==> config.mk <==
export PLATFORM = sky130hd
export DESIGN_NAME = secs_rtc
export DESIGN_NICKNAME = d
export VERILOG_FILES = /design/src/rtl/secs_rtc_pkg.sv /design/src/rtl/secs_rtc_prescaler.sv /design/src/rtl/secs_rtc_timekeep.sv /design/src/rtl/secs_rtc_regbank.sv /design/src/rtl/secs_rtc.sv
export SDC_FILE = /design/constraint.sdc
export NUM_CORES = 1
export LEC_CHECK = 0
export CORE_MARGIN = 3
export CORE_UTILIZATION = 57
export CTS_CLUSTER_DIAMETER = 100
export DETAILED_ROUTE_END_ITERATION = 16
export GPL_ROUTABILITY_DRIVEN = 0
export PLACE_DENSITY = 0.81
export SLEW_MARGIN = 20
export SYNTH_ARGS = -nofsm -noshare
export SYNTH_HDL_FRONTEND = slang
export SYNTH_HIERARCHICAL = 1
export SYNTH_SLANG_ARGS = --single-unit
export TNS_END_PERCENT = 50
==> constraint.sdc <==
create_clock -name clk -period 4.2 [get_ports clk]
set_input_delay 0.84 -clock clk [delete_from_list [all_inputs] [get_ports clk]]
set_output_delay 0.84 -clock clk [all_outputs]
set_load 0.01 [all_outputs]
==> src/rtl/secs_rtc_pkg.sv <==
package secs_rtc_pkg;

    typedef enum logic {
        TK_RUNNING,
        TK_PENDING
    } tk_state_t;

endpackage

==> src/rtl/secs_rtc_prescaler.sv <==
module secs_rtc_prescaler #(
    parameter int CNT_W  = 16,
    parameter int FRAC_W = 4,
    parameter int SEQ_W  = 4
) (
    input  logic              clk,
    input  logic              rst_n,
    input  logic              tick_en,
    input  logic              restart,
    input  logic [CNT_W-1:0]  max_cnt,
    input  logic [FRAC_W-1:0] frac_cnt,
    input  logic              frac_en,
    output logic              sec_pulse
);
    localparam int LIM_W = CNT_W + 1;

    logic [LIM_W-1:0] count_q;
    logic [LIM_W-1:0] limit;
    logic [SEQ_W-1:0] seq_q;

    always_comb begin
        limit = {1'b0, max_cnt};
        if (frac_en && (seq_q == '1))
            limit = limit + {{(LIM_W-FRAC_W){1'b0}}, frac_cnt};
    end

    assign sec_pulse = tick_en && !restart && (count_q == limit);

    always_ff @(posedge clk) begin
        if (!rst_n) begin
            count_q <= '0;
            seq_q   <= '0;
        end else if (restart) begin
            count_q <= '0;
            seq_q   <= '0;
        end else if (tick_en) begin
            if (sec_pulse) begin
                count_q <= '0;
                seq_q   <= seq_q + 1'b1;
            end else begin
                count_q <= count_q + 1'b1;
            end
        end
    end

endmodule

==> src/rtl/secs_rtc_timekeep.sv <==
module secs_rtc_timekeep
    import secs_rtc_pkg::*;
#(
    parameter int DATA_W = 32
) (
    input  logic              clk,
    input  logic              rst_n,
    input  logic              set_wr,
    input  logic [DATA_W-1:0] set_val,
    input  logic              sec_pulse,
    output logic [DATA_W-1:0] cur_time,
    output logic [DATA_W-1:0] staged_time,
    output logic              pending
);
    tk_state_t state_q, state_d;

    always_ff @(posedge clk) begin
        if (!rst_n) state_q <= TK_RUNNING;
        else        state_q <= state_d;
    end

    always_comb begin
        state_d = state_q;
        unique case (state_q)
            TK_RUNNING: if (set_wr) state_d = TK_PENDING;
            TK_PENDING: if (sec_pulse && !set_wr) state_d = TK_RUNNING;
        endcase
    end

    assign pending = (state_q == TK_PENDING);

    always_ff @(posedge clk) begin
        if (!rst_n) begin
            cur_time    <= '0;
            staged_time <= '0;
        end else begin
            if (sec_pulse)
                cur_time <= pending ? staged_time : cur_time + 1'b1;
            if (set_wr)
                staged_time <= set_val;
        end
    end

endmodule

==> src/rtl/secs_rtc_regbank.sv <==
module secs_rtc_regbank #(
    parameter int                DATA_W   = 32,
    parameter int                ADDR_W   = 7,
    parameter int                CAL_W    = 21,
    parameter logic [CAL_W-1:0]  CAL_INIT = 21'h198233
) (
    input  logic              clk,
    input  logic              rst_n,
    input  logic              bus_wr,
    input  logic              bus_rd,
    input  logic [ADDR_W-1:0] bus_addr,
    input  logic              wd_lsb,
    input  logic              wd_msb,
    input  logic [CAL_W-1:0]  wd_cal,
    input  logic [DATA_W-1:0] cur_time,
    input  logic [DATA_W-1:0] staged_time,
    input  logic              sec_pulse,
    output logic [CAL_W-1:0]  cal_q,
    output logic              cal_wr,
    output logic              set_wr,
    output logic              flag_q,
    output logic              irq_en_q,
    output logic [DATA_W-1:0] rdata,
    output logic              irq
);
    localparam logic [ADDR_W-1:0] OFS_SET  = ADDR_W'('h00);
    localparam logic [ADDR_W-1:0] OFS_RB   = ADDR_W'('h04);
    localparam logic [ADDR_W-1:0] OFS_CAL  = ADDR_W'('h08);
    localparam logic [ADDR_W-1:0] OFS_CUR  = ADDR_W'('h10);
    localparam logic [ADDR_W-1:0] OFS_STS  = ADDR_W'('h20);
    localparam logic [ADDR_W-1:0] OFS_CTRL = ADDR_W'('h40);

    logic batt_q;
    logic sts_wr, ctrl_wr;

    assign set_wr  = bus_wr && (bus_addr == OFS_SET);
    assign cal_wr  = bus_wr && (bus_addr == OFS_CAL);
    assign sts_wr  = bus_wr && (bus_addr == OFS_STS);
    assign ctrl_wr = bus_wr && (bus_addr == OFS_CTRL);

    always_ff @(posedge clk) begin
        if (!rst_n) begin
            cal_q    <= CAL_INIT;
            flag_q   <= 1'b0;
            irq_en_q <= 1'b0;
            batt_q   <= 1'b0;
        end else begin
            if (cal_wr) cal_q <= wd_cal;
            if (sec_pulse)                flag_q <= 1'b1;
            else if (sts_wr && wd_lsb)    flag_q <= 1'b0;
            if (ctrl_wr) begin
                irq_en_q <= wd_lsb;
                batt_q   <= wd_msb;
            end
        end
    end

    always_comb begin
        rdata = '0;
        if (bus_rd) begin
            case (bus_addr)
                OFS_RB:   rdata = staged_time;
                OFS_CAL:  rdata = {{(DATA_W-CAL_W){1'b0}}, cal_q};
                OFS_CUR:  rdata = cur_time;
                OFS_STS:  rdata = {{(DATA_W-1){1'b0}}, flag_q};
                OFS_CTRL: rdata = {batt_q, {(DATA_W-2){1'b0}}, irq_en_q};
                default:  rdata = '0;
            endcase
        end
    end

    assign irq = flag_q & irq_en_q;

endmodule

==> src/rtl/secs_rtc.sv <==
module secs_rtc #(
    parameter int ADDR_W = 7,
    parameter int CNT_W  = 16,
    parameter int FRAC_W = 4,
    parameter int SEQ_W  = 4,
    parameter logic [CNT_W+FRAC_W:0] CAL_INIT = 21'h198233
) (
    input  logic              clk,
    input  logic              rst_n,
    input  logic              xtal_tick,
    input  logic              bus_wr,
    input  logic              bus_rd,
    input  logic [ADDR_W-1:0] bus_addr,
    input  logic [31:0]       bus_wdata,
    output logic [31:0]       bus_rdata,
    output logic              sec_irq
);
    localparam int DATA_W = 32;
    localparam int CAL_W  = CNT_W + FRAC_W + 1;

    logic [CAL_W-1:0]  cal_q;
    logic              cal_wr, set_wr, sec_pulse, pending, flag_q, irq_en_q;
    logic [DATA_W-1:0] cur_time, staged_time;
    logic [CNT_W-1:0]  cal_max;

    assign cal_max = cal_q[CNT_W-1:0];

    secs_rtc_prescaler #(.CNT_W(CNT_W), .FRAC_W(FRAC_W), .SEQ_W(SEQ_W)) u_presc (
        .clk       (clk),
        .rst_n     (rst_n),
        .tick_en   (xtal_tick),
        .restart   (cal_wr),
        .max_cnt   (cal_max),
        .frac_cnt  (cal_q[CNT_W+FRAC_W-1:CNT_W]),
        .frac_en   (cal_q[CAL_W-1]),
        .sec_pulse (sec_pulse)
    );

    secs_rtc_timekeep #(.DATA_W(DATA_W)) u_time (
        .clk         (clk),
        .rst_n       (rst_n),
        .set_wr      (set_wr),
        .set_val     (bus_wdata),
        .sec_pulse   (sec_pulse),
        .cur_time    (cur_time),
        .staged_time (staged_time),
        .pending     (pending)
    );

    secs_rtc_regbank #(
        .DATA_W(DATA_W), .ADDR_W(ADDR_W), .CAL_W(CAL_W), .CAL_INIT(CAL_INIT)
    ) u_regs (
        .clk         (clk),
        .rst_n       (rst_n),
        .bus_wr      (bus_wr),
        .bus_rd      (bus_rd),
        .bus_addr    (bus_addr),
        .wd_lsb      (bus_wdata[0]),
        .wd_msb      (bus_wdata[DATA_W-1]),
        .wd_cal      (bus_wdata[CAL_W-1:0]),
        .cur_time    (cur_time),
        .staged_time (staged_time),
        .sec_pulse   (sec_pulse),
        .cal_q       (cal_q),
        .cal_wr      (cal_wr),
        .set_wr      (set_wr),
        .flag_q      (flag_q),
        .irq_en_q    (irq_en_q),
        .rdata       (bus_rdata),
        .irq         (sec_irq)
    );

endmodule

* Yosys cells after proc, flatten, opt, wreduce, memory -nomap -nowiden
Cells that the tools add are included.
** Storage, ports and cells
- Flip-flop bits (word level) :: 110
- Input bits :: 44
- Output and inout port bits :: 33
- Word-level logic and storage cells :: 48
** Operators by class
- Add/subtract/negate cells :: 4
- Equality and inequality tests :: 7
- Multiplexer cells :: 10
- Bitwise operators :: 3
- Reduce and logical (&&, ||, !) cells :: 15
** Operators with widths (number)
- one-hot mux 32 bit (5 select lines) :: 1
- two-way mux 32 bit :: 2
- two-way mux 17 bit :: 2
- adder 32 x 1 -> 32 bit, second input constant :: 1
- adder 16 x 4 -> 17 bit :: 1
- adder 17 x 1 -> 17 bit, second input constant :: 1
- equality test 17 bit :: 1
- logical AND 1 bit :: 9
- equality test 7 x 3 -> 1 bit, second input constant :: 1
- equality test 7 x 4 -> 1 bit, second input constant :: 1
- equality test 7 x 5 -> 1 bit, second input constant :: 1
- equality test 7 x 6 -> 1 bit, second input constant :: 1
- equality test 7 bit, second input constant :: 1
- zero test 7 bit :: 1
- adder 4 x 1 -> 4 bit, second input constant :: 1
- equality test 4 bit, second input constant :: 1
- two-way mux 1 bit :: 4
- zero test 1 bit :: 2
- inverter 1 bit :: 2
- one-hot mux 1 bit (2 select lines) :: 1
- AND reduction 2 bit :: 1
- nonzero test 2 bit :: 1
- OR reduction 2 bit :: 1
- AND 1 bit :: 1

* Longest topological paths before layout
- Word-level depth :: 8
- Mapped depth :: 17
- Mapped depth without buffers :: 12

* Hierarchy
Netlist, hierarchy kept.
** Modules (own cells, without submodules)
- secs_rtc_timekeep :: instances 1, cells an instance 385, area each 3209.3 µm², sequential area each 1301.2 µm²
- secs_rtc_regbank :: instances 1, cells an instance 226, area each 1924.3 µm², sequential area each 480.5 µm²
- secs_rtc_prescaler :: instances 1, cells an instance 220, area each 1790.5 µm², sequential area each 420.4 µm²

* Worst setup path after synthesis
OpenSTA, ideal clock, no wires.
- Kind :: input to register
- Start point :: in bus_addr[5]
- End point :: reg u_time.cur_time[14]
- Arrival time :: 3.745 ns
- Data required time :: 4.072 ns
- Path slack :: 0.327 ns
- Stages :: 16
- Cell sequence :: buf_2 -> nor3_4 -> nand3_1 -> inv_2 -> buf_2 -> nand2b_1 -> a311oi_1 -> o2111ai_1 -> or4_4 -> buf_6 -> and3b_1 -> clkbuf_1 -> clkbuf_1 -> o21ai_0 -> a22oi_1 -> nor2_1
** On the way
- Longest elaborated chain between the ends :: 5
** RTL lines
- start: declaration :: line secs_rtc.sv:13 : input logic [ADDR_W-1:0] bus_addr,
- equality test 7 x 4 -> 1 bit :: line secs_rtc_regbank.sv:37 : assign cal_wr = bus_wr && (bus_addr == OFS_CAL);
- logical AND 1 bit :: line secs_rtc_regbank.sv:37
- via cal_wr :: line secs_rtc.sv:22 : logic cal_wr, set_wr, sec_pulse, pending, flag_q, irq_en_q;
- zero test 1 bit :: line secs_rtc_prescaler.sv:27 : assign sec_pulse = tick_en && !restart && (count_q == limit);
- logical AND 1 bit (2 in a row) :: line secs_rtc_prescaler.sv:27
- via sec_pulse :: line secs_rtc.sv:22
- end signal: assignment :: line secs_rtc_timekeep.sv:38 : cur_time <= pending ? staged_time : cur_time + 1'b1;
- end: declaration :: line secs_rtc_timekeep.sv:11 : output logic [DATA_W-1:0] cur_time,
The timed path passes the listed nets, and every way through them passes these cells.
A chain may end at the register's enable or synchronous reset.

* Worst setup path after layout
- Start point :: in bus_addr[1]
- End point :: out bus_rdata[12]
** On the way
- Longest elaborated chain between the ends :: 3
** RTL lines
- equality test 7 bit (tied with other cells) :: line secs_rtc_regbank.sv:61 : case (bus_addr)
- one-hot mux 32 bit (5 select lines) * :: line secs_rtc_regbank.sv:61
- two-way mux 32 bit * :: line secs_rtc_regbank.sv:60 : if (bus_rd) begin
- end: declaration :: line secs_rtc.sv:15 : output logic [31:0] bus_rdata,
Every way passes the cells marked *; elsewhere a longest branch is shown, timed or not.

==> run metrics <==
Worst EP arrival=between 3 and 4 ns; Finished Layout Cells=1,029; Reg power frac=around half; Pint=between 0.0015 and 0.002 W; Via density=between 6 and 7; setup_tns=0 ns; Syn Area/Cell=about 8.3 um^2; Clock Skews=0.00779 ns; RSZ-0062 raised after global routing=false; Pre-antenna DRT Iters=5; H-tree depth=3; number of diodes=0; max_cap viols=0; Post-Route M1 WL=8.36 mm; P_leak=2.64 nW; Clock Sinks=110; layout cell share with drive strength beyond 1=roughly 14%; # port buffers=76; minimum clock period after layout=a little over 4 ns; die area=roughly 0.014 mm^2; Max-slew headroom=between 30% and 40%; clock group share of total power=roughly 45%; type of the tightest min-delay check=flip-flop to flip-flop; Post-Synthesis Cells=831; initial antenna violation count=0; Total GRT Usage=between 20% and 30%; Comb pwr share=around 6.4%; Yosys cell types=80; CTS Buffer Depth=2; Post-synth EDFFs=0; routed length per instance=slightly below 20 um; # rows=39; vias in the first global route=6,419; PD cells=approximately 270 mW/mm^2; post-synth top area share=31.8%; largest net degree at the start of global routing=57; I/O pin count=just under 80; ys async rst share=0%; cell taking the most area after synthesis=dfxtp_1; first-pass GRT wire length=approximately 32 mm; drt first-iter violations=about 630; cell area after synthesis=just under 0.007 mm^2; CTS tree=yes; endpoints failing setup=0; worst-path maximum fanout=30; Worst IR Drop VDD=roughly 0.00022 V; highest routed layer=met4; area delta synth->final=17.4%; Hold Fails Final Rpt=0; Die Y=about 120 um; initial core utilization=between 50% and 60%; Placed Cells=just over 1,000; main area contributors after synthesis=dfxtp_1 32%, mux2i_1 5.5%, a22oi_2 5.4%; WL met2=around 9.5 mm; clk_lat worst skew=~0.36 ns; Worst setup EP type=output port; metal3 WL=about 1.7 mm; sw frac=21.7%; Hold-fix buffers, CTS=0; final period utilization=between 90% and 100%; Clock transition at path regs=around 0.070 ns; worst endpoint required time=roughly 3.4 ns; die span in x=~120 um; clk root buf=clkbuf_16; DRC violations left=0; Post-DRT Antenna Nets=0; routed vias=roughly 6,800; Placed Area=a little under 0.008 mm^2; Syn. warnings=6; Slew Limit Fails=0; setup bufs post-CTS=0; Num CTS Buffers=9; Resize count post-CTS=0; post-detail-place hpwl=~14 mm; CP Launch Type=input pin; achievable clock frequency=between 0.2 and 0.25 GHz; Core Region=around 0.012 mm^2; Syn Nets=883; Slew @ Worst Pin=slightly above 0.9 ns; Psw=between 0.0004 and 0.0005 W; GRT overflow=0; sequential area share after synthesis=roughly a third; Most used DFF post-synth=dfxtp_1; fill count=a little over 900; drt total wl=20.1 mm; Core Util, Final=69.7%; status=complete, no violations; Finished Cell Area=approximately 0.0081 mm^2; Nets=approximately 930; post-synthesis register bit count=110; Crit Path Category=input pin to output port
state kept, by name, summed over array words and instances, names as in the netlist:
signal / count
u_regs/flag_q: 1
u_regs/irq_en_q: 1
u_presc/seq_q: 4
u_regs/cal_q: 21
u_regs/batt_q: 1
u_presc/count_q: 17
u_time/staged_time: 32
u_time/pending: 1
u_time/cur_time: 32
critical path, cell delays in order:
cell and delay, ns:
clkdlybuf4s50_1 0.53, or4_4 0.61, nor3b_4 0.23, buf_12 0.25, a22oi_2 0.13, nor2_2 0.09, clkdlybuf4s50_1 0.53
per-layer routing:
metal	vias up	global-route usage, %
met5	-	0
met3	47	4.97
met1	3216	39.1
met4	0	13.4
li1	3150	-
met2	360	48.3
cells by family (layout without fill, tap and decap cells):
logic type	count (synthesis)	count (layout)	synth area share, %
compound gates	212	212	24.4
xor+xnor	35	35	4.84
fa+ha+maj	8	8	1.55
buf+inv	74	129	5.13
flops	110	110	31.8
mux	38	38	5.49
simple gates	354	354	26.7
metrics by stage:
step                      setup slack [ns]  power [W]  hold WS (ns)
final                                0.106    0.00217         0.512
after global routing                0.0194    0.00223         0.529
after CTS                           0.0840    0.00218         0.508
after detailed placement            0.0914    0.00122         0.499
after global placement               0.162    0.00122         0.474
after floorplan                      0.327    0.00115         0.445
worst paths after layout:
check                         from             endpoint  slack [ns]  cells after the start
setup / recovery       bus_addr[1]        bus_rdata[12]        0.11                      7
hold / removal    u_presc/seq_q[1]     u_presc/seq_q[1]        0.51                      2
setup reg to reg   u_regs/cal_q[0]  u_time/cur_time[31]        0.38                     13
hold reg to reg   u_presc/seq_q[1]     u_presc/seq_q[1]        0.51                      2
synthesized netlist by cell type, types with 6 or more instances:
cell type,n
and3_1,14
mux2i_1,38
clkbuf_1,36
a22oi_2,30
ha_1,7
a31oi_1,10
nor2_2,30
xor2_1,22
a2bb2oi_1,6
buf_1,6
nor4_1,8
nor2b_1,6
xnor2_1,11
a21boi_1,10
nand2b_1,10
nand2_1,83
nand4_1,20
buf_6,6
nor2_1,83
o21ai_0,26
inv_1,13
a22o_1,24
nor3_1,20
nand3_1,39
buf_4,7
a211oi_1,12
or3_1,7
a21oi_1,32
dfxtp_1,110
o21a_1,6
power by group through the flow:
stage	Sequential [W]	Combinational, W	Clock [W]
floorplan	0.00108	0.0000657	0
finish	0.00106	0.000138	0.000968
CTS	0.00106	0.000137	0.000976
global route	0.00106	0.000149	0.00102
detailed placement	0.00109	0.000136	0
global placement	0.00109	0.000133	0
final cells by class:
cell class / count / area, um^2 / share of cell area (%)
multi-input combinational: 647 / 4400 / 54.1
tap: 143 / 179 / 2.20
timing repair buffer: 99 / 958 / 11.8
sequential: 110 / 2200 / 27.1
inverter: 14 / 52.6 / 0.646
clock inverter: 6 / 110 / 1.35
clock buffer: 10 / 229 / 2.82
layout by cell type (no fill, tap or decap), drive strengths merged, types with 24 or more instances in the layout:
master         count
o21ai             28
nand3             40
clkdlybuf4s50     76
nor2             113
nand2             83
a22oi             35
a22o              24
dfxtp            110
mux2i             38
a21oi             32
Power figures use the tool's default switching activity.
